==> config.mk <==
export PLATFORM = sky130hd
export DESIGN_NAME = pxfx_pack_unit
export DESIGN_NICKNAME = d
export VERILOG_FILES = /design/src/rtl/pxfx_pkg.sv /design/src/rtl/pxfx_narrow_lane.sv /design/src/rtl/pxfx_pixel_ops.sv /design/src/rtl/pxfx_pack_unit.sv
export SDC_FILE = /design/constraint.sdc
export NUM_CORES = 1
export LEC_CHECK = 0
export ABC_AREA = 1
export ABC_CLOCK_PERIOD_IN_PS = 7000
export BUFFER_PORTS_ARGS = -buffer_cell sky130_fd_sc_hd__buf_2
export CAP_MARGIN = 20
export CORE_ASPECT_RATIO = 1.4
export CORE_MARGIN = 2
export CORE_UTILIZATION = 50
export CTS_CLUSTER_SIZE = 40
export DETAILED_ROUTE_END_ITERATION = 10
export PLACE_DENSITY = 0.69
export SETUP_SLACK_MARGIN = 0.02
export SYNTH_ARGS = -nofsm -noshare
export SYNTH_HDL_FRONTEND = slang
export SYNTH_SLANG_ARGS = --single-unit
export TNS_END_PERCENT = 10
==> constraint.sdc <==
create_clock -name clk -period 7 [get_ports clk]
set_input_delay 0.35 -clock clk [delete_from_list [all_inputs] [get_ports clk]]
set_output_delay 0.35 -clock clk [all_outputs]
set_load 0.005 [all_outputs]
==> src/rtl/pxfx_pkg.sv <==
package pxfx_pkg;
  localparam int PIX_W    = 8;
  localparam int WORD_W   = 64;
  localparam int HALF_W   = WORD_W / 2;
  localparam int PIX_PER  = HALF_W / PIX_W;   // pixels per 32-bit pixel word
  localparam int F16_W    = 16;
  localparam int F16_N    = WORD_W / F16_W;
  localparam int F32_N    = WORD_W / HALF_W;
  localparam int SCALE_W  = 5;

  typedef enum logic [2:0] {
    OP_PACK16  = 3'd0,
    OP_PACK32  = 3'd1,
    OP_PACKFIX = 3'd2,
    OP_EXPAND  = 3'd3,
    OP_MERGE   = 3'd4
  } pxfx_op_e;

  // pixel i lands in bits [11:4] of 16-bit lane i
  function automatic logic [WORD_W-1:0] expand_pixels(input logic [HALF_W-1:0] px);
    logic [WORD_W-1:0] w;
    w = '0;
    for (int i = 0; i < PIX_PER; i++)
      w[i*F16_W+4 +: PIX_W] = px[i*PIX_W +: PIX_W];
    return w;
  endfunction

  // byte-wise interleave, A byte above B byte at each position
  function automatic logic [WORD_W-1:0] interleave(input logic [HALF_W-1:0] a,
                                                   input logic [HALF_W-1:0] b);
    logic [WORD_W-1:0] w;
    for (int i = 0; i < PIX_PER; i++) begin
      w[(2*i+1)*PIX_W +: PIX_W] = a[i*PIX_W +: PIX_W];
      w[(2*i)*PIX_W   +: PIX_W] = b[i*PIX_W +: PIX_W];
    end
    return w;
  endfunction
endpackage

==> src/rtl/pxfx_narrow_lane.sv <==
module pxfx_narrow_lane #(
  parameter int IN_W       = 16,
  parameter int SH_W       = 4,
  parameter int DROP       = 7,
  parameter int OUT_W      = 8,
  parameter bit SIGNED_OUT = 1'b0
) (
  input  logic [IN_W-1:0]  lane_in,
  input  logic [SH_W-1:0]  shamt,
  output logic [OUT_W-1:0] lane_out,
  output logic             clip_hi,
  output logic             clip_lo
);
  localparam int WIDE_W = IN_W + 2**SH_W;
  localparam logic signed [WIDE_W-1:0] ONE    = {{(WIDE_W-1){1'b0}}, 1'b1};
  localparam logic signed [WIDE_W-1:0] RND    = ONE <<< (DROP-1);
  localparam logic signed [WIDE_W-1:0] HI_LIM = SIGNED_OUT ? ((ONE <<< (OUT_W-1)) - ONE)
                                                           : ((ONE <<< OUT_W) - ONE);
  localparam logic signed [WIDE_W-1:0] LO_LIM = SIGNED_OUT ? -(ONE <<< (OUT_W-1))
                                                           : {WIDE_W{1'b0}};

  logic signed [WIDE_W-1:0] ext, shifted, rounded, q;

  always_comb begin
    ext      = {{(WIDE_W-IN_W){lane_in[IN_W-1]}}, lane_in};
    shifted  = ext <<< shamt;
    rounded  = shifted + RND;
    q        = rounded >>> DROP;
    clip_hi  = (q > HI_LIM);
    clip_lo  = (q < LO_LIM);
    if (clip_hi)      lane_out = HI_LIM[OUT_W-1:0];
    else if (clip_lo) lane_out = LO_LIM[OUT_W-1:0];
    else              lane_out = q[OUT_W-1:0];
  end
endmodule

==> src/rtl/pxfx_pixel_ops.sv <==
module pxfx_pixel_ops
  import pxfx_pkg::*;
(
  input  logic [HALF_W-1:0] word_a,
  input  logic [HALF_W-1:0] word_b,
  output logic [WORD_W-1:0] expanded,
  output logic [WORD_W-1:0] merged
);
  assign expanded = expand_pixels(word_b);
  assign merged   = interleave(word_a, word_b);
endmodule

==> src/rtl/pxfx_pack_unit.sv <==
module pxfx_pack_unit
  import pxfx_pkg::*;
(
  input  logic               clk,
  input  logic               rst_n,
  input  logic               in_valid,
  input  logic [2:0]         op,
  input  logic [WORD_W-1:0]  src_a,
  input  logic [WORD_W-1:0]  src_b,
  input  logic [SCALE_W-1:0] scale,
  output logic [WORD_W-1:0]  res,
  output logic               res_valid
);
  // named internal events, visible to the bound checker
  logic [F16_N-1:0][PIX_W-1:0] p16_px;
  logic [F16_N-1:0]            p16_hi, p16_lo;
  logic [F32_N-1:0][PIX_W-1:0] p32_px;
  logic [F32_N-1:0]            p32_hi, p32_lo;
  logic [F32_N-1:0][F16_W-1:0] fx_val;
  logic [F32_N-1:0]            fx_hi, fx_lo;
  logic [WORD_W-1:0]           exp_word, mrg_word, nxt;

  for (genvar g = 0; g < F16_N; g++) begin : g_p16
    pxfx_narrow_lane #(.IN_W(F16_W), .SH_W(SCALE_W-1), .DROP(7),
                       .OUT_W(PIX_W), .SIGNED_OUT(1'b0)) u_lane (
      .lane_in (src_b[g*F16_W +: F16_W]),
      .shamt   (scale[SCALE_W-2:0]),
      .lane_out(p16_px[g]),
      .clip_hi (p16_hi[g]),
      .clip_lo (p16_lo[g])
    );
  end

  for (genvar g = 0; g < F32_N; g++) begin : g_p32
    pxfx_narrow_lane #(.IN_W(HALF_W), .SH_W(SCALE_W), .DROP(23),
                       .OUT_W(PIX_W), .SIGNED_OUT(1'b0)) u_pix (
      .lane_in (src_b[g*HALF_W +: HALF_W]),
      .shamt   (scale),
      .lane_out(p32_px[g]),
      .clip_hi (p32_hi[g]),
      .clip_lo (p32_lo[g])
    );
    pxfx_narrow_lane #(.IN_W(HALF_W), .SH_W(SCALE_W), .DROP(16),
                       .OUT_W(F16_W), .SIGNED_OUT(1'b1)) u_fix (
      .lane_in (src_b[g*HALF_W +: HALF_W]),
      .shamt   (scale),
      .lane_out(fx_val[g]),
      .clip_hi (fx_hi[g]),
      .clip_lo (fx_lo[g])
    );
  end

  pxfx_pixel_ops u_pix_ops (
    .word_a  (src_a[HALF_W-1:0]),
    .word_b  (src_b[HALF_W-1:0]),
    .expanded(exp_word),
    .merged  (mrg_word)
  );

  always_comb begin
    nxt = '0;
    case (pxfx_op_e'(op))
      OP_PACK16:  nxt[HALF_W-1:0] = p16_px;
      OP_PACK32: begin
        for (int h = 0; h < F32_N; h++)
          nxt[h*HALF_W +: HALF_W] = {src_a[h*HALF_W +: HALF_W-PIX_W], p32_px[h]};
      end
      OP_PACKFIX: nxt[HALF_W-1:0] = fx_val;
      OP_EXPAND:  nxt = exp_word;
      OP_MERGE:   nxt = mrg_word;
      default:    nxt = '0;
    endcase
  end

  always_ff @(posedge clk) begin
    if (!rst_n) begin
      res       <= '0;
      res_valid <= 1'b0;
    end else begin
      res_valid <= in_valid;
      if (in_valid) res <= nxt;
    end
  end
endmodule

### After elaboration in Yosys (flattened, before gate mapping)

Cells that the tools add are included.
Widths: inputs -> output; s select.

* add/sub/neg operators: 8
* $lt $le $gt $ge: 16
* equality and inequality tests: 4
* shift-type cells: 6
* muxes and demuxes: 18
* reductions and logical operators: 1

Operators with widths (count)
* $pmux 32 s5: 1
* $add 32x8->32 const B: 4
* $add 64x17->64 const B: 2
* $add 64x24->64 const B: 2
* $sshl 16x4->32: 4
* $sshl 32x5->64: 2
* $gt 25x9->1 const B: 4
* $lt 25x1->1 const B: 4
* $gt 48x16->1 const B: 2
* $lt 48x16->1 const B: 2
* $mux 8: 12
* $pmux 32 s3: 1
* $gt 41x9->1 const B: 2
* $lt 41x1->1 const B: 2
* $mux 16: 4
* $eq 3x2->1 const B: 2
* $eq 3x1->1 const B: 1
* $eq 3x3->1 const B: 1
* $logic_not 3->1: 1

* register bits: 65
* input port bits: 139
* output and inout bits: 65
* word-level logic and storage cells: 55

### Depth between registers and ports, before layout

* depth after elaboration: 6
* gate-level depth with buffers: 33
* gate-level depth less buffers: 31

### Modules after synthesis

From an unflattened synthesis, not the netlist that was laid out.

* cell total of the unflattened synthesis: 5494
* area, all modules: 27435.1 um^2

By module, submodules not included
* pxfx_narrow_lane at g_p16[0].u_lane ...: instances 4, cells each 354, area an instance 1889.3 um^2, sequential area each 0.0 um^2
* pxfx_narrow_lane at g_p32[0].u_fix ...: instances 2, cells each 822, area an instance 3699.8 um^2, sequential area each 0.0 um^2
* pxfx_narrow_lane at g_p32[0].u_pix ...: instances 2, cells each 779, area an instance 3538.4 um^2, sequential area each 0.0 um^2
* pxfx_pack_unit: instances 1, cells each 747, area an instance 4436.8 um^2, sequential area each 1301.2 um^2
* pxfx_pixel_ops: instances 1, cells each 129, area an instance 964.7 um^2, sequential area each 0.0 um^2

### Worst setup path before layout

No wires, ideal clock.

* path type: input to register
* start: input port scale[2]
* end: register res[32]
* library setup time: 0.141 ns
* arrival time: 3.122 ns
* required time: 6.859 ns
* slack: 3.736 ns
* stages on the path: 26
* buffers on the path: 3
* cell sequence: buf_4 > inv_4 > buf_4 > buf_2 > nand3_1 > nand2_1 > nand2_1 > nand2_1 > nand2_1 > nand2_1 > ha_1 > inv_1 > nor2_4 > nand2_2 > nor3_4 > nand4_2 > nor2_2 > nand2_1 > nand2_1 > nand3_1 > nor2_1 > nand3_1 > nand2_2 > nand3_1 > nand2_1 > a21oi_1

* word-level cells in the longest chain between the ends: 6
* elaborated cells on any way between the ends: 7
* classes of those cells: 1 x add/sub; 2 x order compare; 1 x shift; 3 x mux

Ends and longest elaborated chain
* from (decl): RTL line pxfx_pack_unit.sv:10 `input logic [SCALE_W-1:0] scale,`
* $sshl 32x5->64 *: RTL line pxfx_narrow_lane.sv:26 `shifted = ext <<< shamt;`
* $add 64x24->64 *: RTL line pxfx_narrow_lane.sv:27 `rounded = shifted + RND;`
* $lt 41x1->1: RTL line pxfx_narrow_lane.sv:30 `clip_lo = (q < LO_LIM);`
* $mux 8: RTL line pxfx_narrow_lane.sv:32 `else if (clip_lo) lane_out = LO_LIM[OUT_W-1:0];`
* $mux 8 *: RTL line pxfx_narrow_lane.sv:31 `if (clip_hi) lane_out = HI_LIM[OUT_W-1:0];`
* $pmux 32 s3 *: RTL line pxfx_pack_unit.sv:62 `case (pxfx_op_e'(op))`
* to (signal assigned): RTL line pxfx_pack_unit.sv:81 `if (in_valid) res <= nxt;`
* to (decl): RTL line pxfx_pack_unit.sv:11 `output logic [WORD_W-1:0] res,`

Every way passes the cells marked *; elsewhere a longest branch is shown, timed or not.
A chain may end at the register's enable or synchronous reset.

### Worst setup path after layout

* start: input port scale[1]
* end: register res[16]

* word-level cells in the longest chain between the ends: 6
* elaborated cells on any way between the ends: 13
* classes of those cells: 2 x add/sub; 4 x order compare; 2 x shift; 5 x mux

Ends and longest elaborated chain (RTL line)
* $sshl 32x5->64 / $sshl 16x4->32 (equally long branches): pxfx_narrow_lane.sv:26
* $add 64x17->64 / $add 32x8->32 (equally long branches): pxfx_narrow_lane.sv:27
* $lt 48x16->1 / $lt 25x1->1 (equally long branches): pxfx_narrow_lane.sv:30
* $mux 16 / $mux 8 (equally long branches): pxfx_narrow_lane.sv:32
* $mux 16 / $mux 8 (equally long branches): pxfx_narrow_lane.sv:31
* $pmux 32 s5 *: pxfx_pack_unit.sv:62

Marks and branches as above.

==> run_results.csv <==
group,metric,value,unit
placement,place_ws,1.74,ns
critical_path,crit_path_start,"scale[1]",
synth,synth_warnings,0,
critical_path,cp_max_fo,40,
die,chipHeight,219,um
detailed_routing,drt_iter0_markers,2633,
cts,cts-htree-levels,3,
sta,worstMarginPinSlew,1.14,ns
die,dieArea,34400,sq um
global_routing,grt_pass1_vias,20900,
synth,ys.flop_type,"dfxtp_1",
sta,slew_violations,0,
sta,min_period,5.35,ns
die,start_util,0.507,
critical_path,reg2reg_depth,2,
cts,postCtsSetupBuffers,0,
global_routing,antenna_found_initial,3,
run_status,status,"completed",
critical_path,crit_arrival,5.54,ns
cts,numCtsBuffers,9,
cts,ctsResizeCount,0,
cts,cts-hold-fix-buffers,0,
die,die_x,157,um
finish,fillers,3852,
die,num_rows,78,
detailed_routing,drc,0,
critical_path,crit_type,"input pin to flop",
critical_path,timing.rr.end,"res[55]$_SDFFE_PN0P_",
global_routing,grt_util_met1,0.463,
synth,yosysTopAreaCellShare,0.363,
sta,slew_headroom,0.241,
cts,tritoncts,"built",
global_routing,grt_usage,0.451,
global_routing,overflow,0,
placement,portBuffers,195,
synth,synth_edf_count,0,
critical_path,critPathRequiredTime,7.18,ns
die,io_pins,204,
cts,cts_root_buf,"clkbuf_16",
power_and_ir_drop,power_density,117,nW/um^2
synth,ys_ff_latch,65,
cts,cts_buffer_depth,2,
critical_path,cp-start-kind,"input pin",
synth,syn-cell-area,16400,sq um
finish,multi_input_comb_area,13600,sq um
flow_run,cap_violations,0,
sta,tns,0,ns
global_routing,grt_pass1_wl,117000,um
sta,finalHoldViolations,0,
cts,clk_latency,0.33,ns
synth,synth_area_leaders,"nand2_1 36%, nand3_1 15%, dfxtp_1 7.9%",
finish,final_common_cell,"nand2_1",
global_routing,use_met3,0.0950,
power_and_ir_drop,p_leak,0.00893,uW
sta,rsz0062_at_grt,"no",
finish,regArea,1300,sq um
placement,gp_congestion,1.09,
die,fp.coreArea,32400,sq um
synth,async_flop_share,0,
detailed_routing,wl,79100,um
synth,synth_nets,3533,
global_routing,grt_busiest_layer,"met2",
critical_path,endpoint,"res[16]$_SDFFE_PN0P_",
sta,period_share,0.765,
detailed_routing,first_pass_iters,7,
detailed_routing,num_vias,22800,
sta,max_freq,187,MHz
power_and_ir_drop,ir_drop,0.106,mV
global_routing,grt_max_degree,79,
global_routing,grtUsageMet2,0.753,
sta,finClkSkew,0,ns
synth,avgSynthCellArea,4.86,sq um
detailed_routing,ant_nets,0,
critical_path,rrSetupSlack,6.32,ns
synth,yosysSeqAreaShare,0.0791,
finish,most-common-layout-cells,"1,590 x nand2_1, 478 x nand3_1, 298 x nor2_1",
critical_path,rr_startpoint,"res[55]$_SDFFE_PN0P_",
finish,final_nets,3626,
sta,postLayoutSetupSlackWorst,1.65,ns
synth,netlist_instances,3386,
synth,yosysUniqueCellTypes,50,
cts,cts.sinks,65,
hold_path,hold_path.class,"input pin to flop",
detailed_routing,vias_per_cell,5.80,
critical_path,end_kind,"flop",
cts,clkTransAtPathRegs,0.06,ns
synth,yosysTopAreaCell,"nand2_1",
detailed_routing,routedWlPerCell,20.2,um
finish,drive_above_1_share,0.120,
placement,dp_hpwl,63500,um
finish,syn2layout_area_growth,7.60,%
sta,setup_viol,0,
[flip-flops by register name (all words and copies together), names as in the netlist]
register	cells
res	64
res_valid	1
[final cells by class]
cell class                      count  share of cell area
Tap cell                          440              0.0311
Timing Repair Buffer              214              0.0634
Multi-Input combinational cell   2967               0.770
Inverter                          222              0.0472
Clock buffer                       12              0.0139
Antenna cell                        1            0.000141
Sequential cell                    65              0.0736
Clock inverter                      3            0.000990
[kinds of logic after synthesis]
logic type                 share of synthesized area
xor gates and xnor gates                      0.0549
buffers and inverters                         0.0936
AOI/OAI and AO/OA                             0.0900
adders and majority gates                    0.00609
DFF                                           0.0791
and+or+nand+nor                                0.676
[metrics by stage]
step           power (uW)  utilization  hold WS (ns)  instance area, sq um  cells
6_report             2070        0.546         0.275                 17700   3924
5_1_grt              2190        0.546         0.270                 17700   3923
4_1_cts              2010        0.546         0.258                 17700   3923
3_5_place_dp         1610        0.538         0.452                 17400   3908
3_3_place_gp         1610        0.538         0.450                 17400   3908
2_1_floorplan        1230            -         0.448                 16400   3386
[power breakdown]
| part | switching [uW] | total (uW) | internal, uW |
|---|---|---|---|
| clock network | 161 | 407 | 246 |
| registers | 7.55 | 394 | 387 |
| logic | 928 | 1270 | 337 |
[worst min path at each step]
| stage | slack, ns | startpoint | cells after the start | end |
|---|---|---|---|---|
| after detailed placement | 0.45 | res[42]$_SDFFE_PN0P_ | 2 | res[42]$_SDFFE_PN0P_ |
| after floorplan | 0.45 | rst_n | 2 | res_valid$_SDFF_PN0_ |
| after CTS | 0.26 | rst_n | 3 | res_valid$_SDFF_PN0_ |
| after global routing | 0.27 | rst_n | 3 | res_valid$_SDFF_PN0_ |
| after global placement | 0.45 | res[60]$_SDFFE_PN0P_ | 2 | res[60]$_SDFFE_PN0P_ |
| final | 0.27 | rst_n | 3 | res_valid$_SDFF_PN0_ |
[synth_stat cells (26+ instances only)]
master    number
o21ai_0       72
a21oi_1      103
xor2_1        82
nor2_1       298
buf_2         55
inv_1        191
nor2_2        43
nand2_2       61
nand4_1       60
nand2_1     1590
dfxtp_1       65
inv_2         26
clkbuf_1      38
nand3_1      478
[critical path, stage by stage]
cell	delay, ns
buf_2	0.52
inv_2	0.51
buf_4	0.39
nand3_1	0.14
nand3_1	0.11
nand3_1	0.15
nand2_1	0.23
nor2_2	0.28
ha_1	0.25
nand2_2	0.08
nor2_2	0.12
nand2_1	0.10
nor2_2	0.25
nand2_2	0.10
xor2_1	0.66
nand2_1	0.11
nor2_1	0.19
nand2_1	0.09
nor2_1	0.11
nand3_1	0.09
nand2_2	0.27
nand2_1	0.10
nand2_1	0.06
nand2_1	0.09
nand2_1	0.08
a21oi_1	0.07
[metal layers]
| metal | part of all wire | up-vias | routed length (um) |
|---|---|---|---|
| li1 | - | 11100 | - |
| met1 | 0.34 | 10200 | 26800 |
| met2 | 0.47 | 1091 | 37200 |
| met3 | 0.075 | 425 | 5940 |
| met4 | 0.12 | 4 | 9120 |
| met5 | 0.00029 | - | 23 |
No activity file was read; power rests on OpenSTA's default activity.
